**config.mk**
```make
export PLATFORM = sky130hd
export DESIGN_NAME = gpio_expander_port
export DESIGN_NICKNAME = d
export VERILOG_FILES = /design/src/rtl/gpio_exp_pkg.sv /design/src/rtl/gpio_cmd_decode.sv /design/src/rtl/gpio_ctrl_reg.sv /design/src/rtl/gpio_share_guard.sv /design/src/rtl/gpio_capture.sv /design/src/rtl/gpio_expander_port.sv
export SDC_FILE = /design/constraint.sdc
export NUM_CORES = 1
export LEC_CHECK = 0
export ABC_CLOCK_PERIOD_IN_PS = 1200
export BUFFER_PORTS_ARGS = -buffer_cell sky130_fd_sc_hd__buf_2
export CORE_MARGIN = 1.5
export CORE_UTILIZATION = 38
export CTS_CLUSTER_SIZE = 14
export DETAILED_ROUTE_END_ITERATION = 8
export GPL_TIMING_DRIVEN = 0
export PLACE_DENSITY = 0.69
export SLEW_MARGIN = 5
export SYNTH_ARGS = -nofsm -noshare
export SYNTH_HDL_FRONTEND = slang
export SYNTH_SLANG_ARGS = --single-unit
```
**constraint.sdc**
```tcl
create_clock -name clk -period 1.2 [get_ports clk]
set_input_delay 0.24 -clock clk [delete_from_list [all_inputs] [get_ports clk]]
set_output_delay 0.24 -clock clk [all_outputs]
set_load 0.005 [all_outputs]
```
**src/rtl/gpio_exp_pkg.sv**
```systemverilog
package gpio_exp_pkg;

  localparam int CODE_W = 4;

  localparam logic [CODE_W-1:0] CODE_SET_DIR  = 4'b1111;
  localparam logic [CODE_W-1:0] CODE_SET_OUT  = 4'b1101;
  localparam logic [CODE_W-1:0] CODE_CAPTURE  = 4'b1110;

  typedef struct packed {
    logic wr_dir;
    logic wr_out;
    logic capture;
  } gpio_cmd_t;

  // Turns a decoded frame into one-hot action strobes.
  function automatic gpio_cmd_t decode_cmd(input logic valid,
                                           input logic [CODE_W-1:0] code);
    gpio_cmd_t c;
    c.wr_dir  = valid && (code == CODE_SET_DIR);
    c.wr_out  = valid && (code == CODE_SET_OUT);
    c.capture = valid && (code == CODE_CAPTURE);
    return c;
  endfunction

  // A shared pad drives only when its converter channel has let go.
  function automatic logic shared_drive(input logic dir_bit, input logic hiz_bit);
    return dir_bit & hiz_bit;
  endfunction

  // Contention: digital side asks to drive while converter still drives.
  function automatic logic shared_clash(input logic dir_bit, input logic hiz_bit);
    return dir_bit & ~hiz_bit;
  endfunction

endpackage

```
**src/rtl/gpio_cmd_decode.sv**
```systemverilog
module gpio_cmd_decode
  import gpio_exp_pkg::*;
(
  input  logic              cmd_valid,
  input  logic [CODE_W-1:0] cmd_code,
  output gpio_cmd_t         cmd
);

  always_comb begin
    cmd = decode_cmd(cmd_valid, cmd_code);
  end

endmodule

```
**src/rtl/gpio_ctrl_reg.sv**
```systemverilog
module gpio_ctrl_reg #(
  parameter int          WIDTH   = 12,
  parameter logic [WIDTH-1:0] RST_VAL = '0
) (
  input  logic             clk,
  input  logic             rst_n,
  input  logic             wr_en,
  input  logic [WIDTH-1:0] wr_data,
  output logic [WIDTH-1:0] q
);

  always_ff @(posedge clk or negedge rst_n) begin
    if (!rst_n) begin
      q <= RST_VAL;
    end else if (wr_en) begin
      q <= wr_data;
    end
  end

endmodule

```
**src/rtl/gpio_share_guard.sv**
```systemverilog
module gpio_share_guard
  import gpio_exp_pkg::*;
#(
  parameter int NUM_PINS    = 12,
  parameter int SHARED_BASE = 4,
  localparam int NUM_SHARED = NUM_PINS - SHARED_BASE
) (
  input  logic [NUM_PINS-1:0]   dir_q,
  input  logic [NUM_SHARED-1:0] conv_hiz,
  output logic [NUM_PINS-1:0]   pad_oe,
  output logic [NUM_SHARED-1:0] conflict
);

  for (genvar p = 0; p < NUM_PINS; p++) begin : g_pin
    if (p < SHARED_BASE) begin : g_plain
      assign pad_oe[p] = dir_q[p];
    end else begin : g_shared
      assign pad_oe[p]                 = shared_drive(dir_q[p], conv_hiz[p-SHARED_BASE]);
      assign conflict[p-SHARED_BASE]   = shared_clash(dir_q[p], conv_hiz[p-SHARED_BASE]);
    end
  end

endmodule

```
**src/rtl/gpio_capture.sv**
```systemverilog
module gpio_capture #(
  parameter int WIDTH = 12
) (
  input  logic             clk,
  input  logic             rst_n,
  input  logic             cap_en,
  input  logic [WIDTH-1:0] pad_in,
  output logic [WIDTH-1:0] cap_word,
  output logic             cap_load
);

  always_ff @(posedge clk or negedge rst_n) begin
    if (!rst_n) begin
      cap_word <= '0;
      cap_load <= 1'b0;
    end else begin
      cap_load <= cap_en;
      if (cap_en) begin
        cap_word <= pad_in;
      end
    end
  end

endmodule

```
**src/rtl/gpio_expander_port.sv**
```systemverilog
module gpio_expander_port
  import gpio_exp_pkg::*;
#(
  parameter int NUM_PINS    = 12,
  parameter int SHARED_BASE = 4,
  localparam int NUM_SHARED = NUM_PINS - SHARED_BASE
) (
  input  logic                  clk,
  input  logic                  rst_n,
  input  logic                  cmd_valid,
  input  logic [CODE_W-1:0]     cmd_code,
  input  logic [NUM_PINS-1:0]   cmd_data,
  input  logic [NUM_SHARED-1:0] conv_hiz,
  input  logic [NUM_PINS-1:0]   pad_in,
  output logic [NUM_PINS-1:0]   pad_oe,
  output logic [NUM_PINS-1:0]   pad_out,
  output logic [NUM_SHARED-1:0] conflict,
  output logic [NUM_PINS-1:0]   cap_word,
  output logic                  cap_load
);

  gpio_cmd_t           cmd;
  logic [NUM_PINS-1:0] dir_q;

  gpio_cmd_decode u_dec (
    .cmd_valid (cmd_valid),
    .cmd_code  (cmd_code),
    .cmd       (cmd)
  );

  gpio_ctrl_reg #(.WIDTH(NUM_PINS)) u_dir (
    .clk     (clk),
    .rst_n   (rst_n),
    .wr_en   (cmd.wr_dir),
    .wr_data (cmd_data),
    .q       (dir_q)
  );

  gpio_ctrl_reg #(.WIDTH(NUM_PINS)) u_out (
    .clk     (clk),
    .rst_n   (rst_n),
    .wr_en   (cmd.wr_out),
    .wr_data (cmd_data),
    .q       (pad_out)
  );

  gpio_share_guard #(.NUM_PINS(NUM_PINS), .SHARED_BASE(SHARED_BASE)) u_guard (
    .dir_q    (dir_q),
    .conv_hiz (conv_hiz),
    .pad_oe   (pad_oe),
    .conflict (conflict)
  );

  gpio_capture #(.WIDTH(NUM_PINS)) u_cap (
    .clk      (clk),
    .rst_n    (rst_n),
    .cap_en   (cmd.capture),
    .pad_in   (pad_in),
    .cap_word (cap_word),
    .cap_load (cap_load)
  );

endmodule

```
After elaboration in Yosys (flattened, before gate mapping)
Cells that the tools add are included.
{ "op_classes": {"n_eq_ne": 3, "reduce_logical": 3, "n_bitwise": 24} }
{ "ops": {"columns": ["operator", "count"], "rows": [
  ["$and A1 B1 Y1", 16],
  ["$eq A4 B4 Y1 const B", 3],
  ["$not A1 Y1", 8],
  ["$logic_and A1 B1 Y1", 3]
]} }
{ "totals": {"ff_bits": 37, "output_inout_bits": 45, "in_bits": 39} }

Logic depth before layout (Yosys ltp)
{ "depth": {"depth_word": 2, "mapped_depth": 4} }

Modules after synthesis
A second synthesis with hierarchy kept.
{ "hier_totals": {"cells_unflattened": 100, "hier_area_um2": 1637.8} }
{ "by_module_without_submodules": {"columns": ["module", "area_per_inst_um2", "cells_each", "n_inst"], "rows": [
  ["gpio_ctrl_reg", 484.2, 25, 2],
  ["gpio_capture", 509.2, 26, 1],
  ["gpio_share_guard", 130.1, 20, 1],
  ["gpio_cmd_decode", 30.0, 4, 1]
]} }

Worst setup path after synthesis
No wires, ideal clock.
{ "synth_path": {"path_type": "input -> register", "from": "input cmd_code[2]", "to": "register u_cap.cap_word[0]", "path_buffers": 1, "t_arrival_ns": 1.074, "setup_slack_ns": 0.000, "setup_time_ns": 0.125, "cell_stages": 4, "path_cell_list": "nand3_2 > nor3b_4 > buf_12 > mux2_4"} }
{ "synth_via": {"elab_chain_cells": 2} }
{ "synth_lines": {"columns": ["item", "line_no", "text"], "rows": [
  ["start: declaration", "gpio_expander_port.sv:11", "input logic [CODE_W-1:0] cmd_code,"],
  ["$eq A4 B4 Y1", "gpio_exp_pkg.sv:21", "c.capture = valid && (code == CODE_CAPTURE);"],
  ["$logic_and A1 B1 Y1", "gpio_exp_pkg.sv:21", null],
  ["net u_cap.cap_en", "gpio_capture.sv:6", "input logic cap_en,"],
  ["end signal: assignment", "gpio_capture.sv:19", "cap_word <= pad_in;"],
  ["end: declaration", "gpio_capture.sv:8", "output logic [WIDTH-1:0] cap_word,"]
]} }
The timed path passes the listed nets, and every way through them passes these cells.
A chain may end at the register's enable or synchronous reset.

Worst setup path after layout
{ "layout_path": {"from": "register u_dir.q[9]", "to": "output pad_oe[9]"} }
{ "layout_via": {"elab_chain_cells": 1} }
{ "layout_lines": {"columns": ["item", "line_no", "text"], "rows": [
  ["start: declaration", "gpio_ctrl_reg.sv:9", "output logic [WIDTH-1:0] q"],
  ["start signal: assignment", "gpio_ctrl_reg.sv:16", "q <= wr_data;"],
  ["$and A1 B1 Y1", "gpio_exp_pkg.sv:27", "return dir_bit & hiz_bit;"],
  ["end: declaration", "gpio_expander_port.sv:15", "output logic [NUM_PINS-1:0] pad_oe,"]
]} }
No other way between the ends.

==> summary.txt <==
Power
  – Overall power consumption: 0.00343 W
  – Total leakage power: 1.15 nW
  – Net switching share of the total power: 24.3%
  – Share of power burned in the clock network: 24.4%
  – Sequential group share of total power: 49.1%
  – Worst-case vdd ir drop: 0.794 mV
  – Combinational group share of total power: 26.5%
  – Cell-internal power: roughly 0.0026 W
  – Cell Pwr Density: 1560 nW/um2
  – Switching power: 0.000834 W

Synthesis
  – Sequential element share of the synthesized area: 58.6%
  – Leading cell type by number of instances after synthesis: sky130_fd_sc_hd__dfrtp_1
  – Synth Instances: 102
  – Area of the mapped netlist: 1580 um2
  – Count of synthesis-stage warnings from yosys: 0
  – Number of distinct library cells after synthesis: 12
  – Fraction of synthesized cell area taken by the top area cell type: 58.6%
  – EDFF count, synth: 0
  – Syn Area/Cell: 15.5 um2
  – #FFs+latches synth: 37
  – Synthesized Nets: 141
  – Ys async rst share: 100%
  – Post-synth top area cell: sky130_fd_sc_hd__dfrtp_1
  – Area contributors post-synth: sky130_fd_sc_hd__dfrtp_1 (59%), sky130_fd_sc_hd__mux2_2 (19%), sky130_fd_sc_hd__mux2_4 (8.6%), sky130_fd_sc_hd__and2_1 (3.2%), sky130_fd_sc_hd__nor2b_1 (3.2%)
  – Commonest cells in the synthesized netlist: sky130_fd_sc_hd__dfrtp_1 (37), sky130_fd_sc_hd__mux2_2 (27), sky130_fd_sc_hd__mux2_4 (9)
  – Most common flop cell mapped by yosys: sky130_fd_sc_hd__dfrtp_1

Critical path
  – CP Depth: 2
  – Critical path buffers and inverters: 1
  – Startpoint of the worst-slack reg-to-reg timing path: u_dir.q[4]$_DFFE_PN0P_
  – Type of element capturing the critical path: primary output
  – Largest fanout on the critical path: 3
  – Required time at the worst-slack endpoint: 960 ps
  – WS Path Type: reg -> out
  – Slowest cell on crit path: sky130_fd_sc_hd__dfrtp_1
  – R2r endpoint: u_dir.q[4]$_DFFE_PN0P_
  – Reg-to-reg slack, setup: around 320 ps
  – Critical Path End: pad_oe[9]
  – Cell breakdown of the critical path: and2_1 > buf_2
  – Arrival time of the worst setup path: 920 ps
  – Worst stage delay on the critical path: around 390 ps
  – Launching element type of the critical path: register
  – First element of the critical path: u_dir.q[9]$_DFFE_PN0P_
  – Worst-case reg-to-reg path depth: 2
  – Critical path's top delay family: flip-flops

Finish
  – Antenna Cells: 0
  – Share of cells above drive strength 1: 72.8%
  – Nets@finish: 234
  – Cell area after layout: approximately 2200 um2
  – Layout-stage area growth over the synthesis result: 39.2%

Floorplanning
  – Cell Rows: 23
  – Placeable core region: 4000 um2
  – Full die area: 4550 um2
  – I/O Pins: 84
  – Initial core utilization: 39.5%
  – Die Width: 67.5 um
  – Chip height: 67.5 um

Place
  – Post-placement setup slack: -243 ps
  – Placer congestion estimate: 0.685
  – Area post-placement: 2060 um2
  – Count of input and output buffers: 83

Timing
  – Time the worst path needs with I/O delays and setup: 1160 ps
  – Final clock period utilization by the worst path: 96.8%
  – Final number of max-transition violations: 0
  – Worst Hold Slack: 50.0 ps
  – Setup TNS: 0 ps
  – Final hold violation count: 0
  – Final worst setup slack: between 30 and 40 ps
  – Slew at the pin closest to its max-slew limit: 801 ps
  – Setup violators final: 0
  – Unrepaired setup endpoints after global routing: yes
  – Setup clock skew after layout: 0 ps
  – Relative max-transition margin: 46.6%
  – Maximum frequency from static timing analysis: 861 MHz

Detailed routing
  – Post-detailed-route via-to-cell ratio: approximately 4.7
  – 1st-pass router iterations: 3
  – Detailed route wirelength on metal2: ~1500 um
  – Routed metal-1 wire length: 1230 um
  – Antenna-violating nets left: 0
  – DR WL/cell: 12.8 um
  – Total length of routed wires: 3130 um
  – Detailed router's first-iteration violation count: 50
  – Wire length on met3: 315 um
  – Top Layer Used: met4
  – Count of vias placed by the detailed router: 1151
  – DR DRC count: 0

Global route
  – First-pass GRT wire length: 4800 um
  – GR Overflow Total: 0
  – Maximum number of pins on one net before global-route repair: 38
  – All-layer global routing usage: 14.5%
  – Initial antenna violation count: 0
  – Number of global-route vias before repair: 1121

Run status
  – Outcome: completed

CTS
  – Clock tree root buffer cell: sky130_fd_sc_hd__clkbuf_8
  – Clock input transition at the sequential cells of the worst setup and hold paths: 60 ps
  – Clock buffers created by TritonCTS: 5
  – Bufs on Longest Clock Path: 2
  – Clock network latency to the later pin of the worst-skew pair: 270 ps
  – Sink count of the clock tree: 37
  – Clock tree from TritonCTS: yes
  – Count of hold-fix buffers inserted at cts: 0
  – # H-tree levels: 2

Run
  – Max-cap violations: 0

Min path
  – Class of the tightest hold or removal check: in -> async
-- stage by stage --
stage | instances | utilization, %
2_1_floorplan | 102 | -
3_3_place_gp | 235 | 51.5
3_5_place_dp | 235 | 51.5
4_1_cts | 243 | 53.8
5_1_grt | 245 | 55.0
6_report | 245 | 55.0
-- cell usage in the layout, fill, tap and decap left out, types with 2 or more instances in the layout --
cell,instances
sky130_fd_sc_hd__and2_1,7
sky130_fd_sc_hd__nor2b_4,2
sky130_fd_sc_hd__nand2_1,2
sky130_fd_sc_hd__mux2_4,9
sky130_fd_sc_hd__clkbuf_8,6
sky130_fd_sc_hd__buf_2,82
sky130_fd_sc_hd__dfrtp_1,37
sky130_fd_sc_hd__mux2_2,27
sky130_fd_sc_hd__buf_4,9
sky130_fd_sc_hd__nor2b_1,6
-- final cells by class --
class | count | area (um2)
fill | 356 | 1800
buffer | 7 | 65.1
timing repair buffer | 86 | 444
multi-input combinational | 58 | 616
tap | 50 | 62.6
sequential | 37 | 926
clock buffer | 7 | 86.3
-- state kept, by name, summed over array words and instances (netlist names) --
signal / flops
u_dir.q: 12
u_cap.cap_load: 1
u_cap.cap_word: 12
u_out.q: 12
-- layer usage --
layer  vias to the layer above  global-route usage (%)
met3                         7                    5.50
met4                         0                    4.59
met2                        66                    25.7
li1                        526                       -
met5                         -                       0
met1                       552                    15.9
-- cell families after synthesis --
logic type             count (synthesis)  share of synthesized area [%]
DFF                                   37                           58.6
muxes                                 36                           27.8
and+or+nand+nor                       22                           9.50
buffers and inverters                  7                           4.12
-- power by group through the flow --
stage / clock, W / sequential, W / combinational [W]
after floorplan: 0 / 0.00170 / 0.000424
after global placement: 0 / 0.00168 / 0.000840
after detailed placement: 0 / 0.00170 / 0.000869
after CTS: 0.000881 / 0.00169 / 0.000878
after global routing: 0.000940 / 0.00172 / 0.00100
final: 0.000836 / 0.00168 / 0.000909
-- how the worst min path moves through the flow --
stage / start / to / slack, ps / depth (start not counted)
2_1_floorplan: rst_n / u_cap.cap_load$_DFF_PN0_ / -60 / 0
3_3_place_gp: rst_n / u_out.q[10]$_DFFE_PN0P_ / 350 / 1
3_5_place_dp: rst_n / u_dir.q[10]$_DFFE_PN0P_ / 380 / 1
4_1_cts: rst_n / u_dir.q[2]$_DFFE_PN0P_ / 70 / 1
5_1_grt: rst_n / u_out.q[0]$_DFFE_PN0P_ / 110 / 1
6_report: rst_n / u_dir.q[10]$_DFFE_PN0P_ / 50 / 1
-- what timing repair did --
| action | CTS | global route |
|---|---|---|
| gates resized for setup | 0 | 8 |
| setup endpoints to repair | 1 | 18 |
| pin swaps | 0 | 8 |
| setup buffers | 1 | 2 |
| cloned | 0 | 0 |
Note: power is estimated with default switching activity, not from simulation.
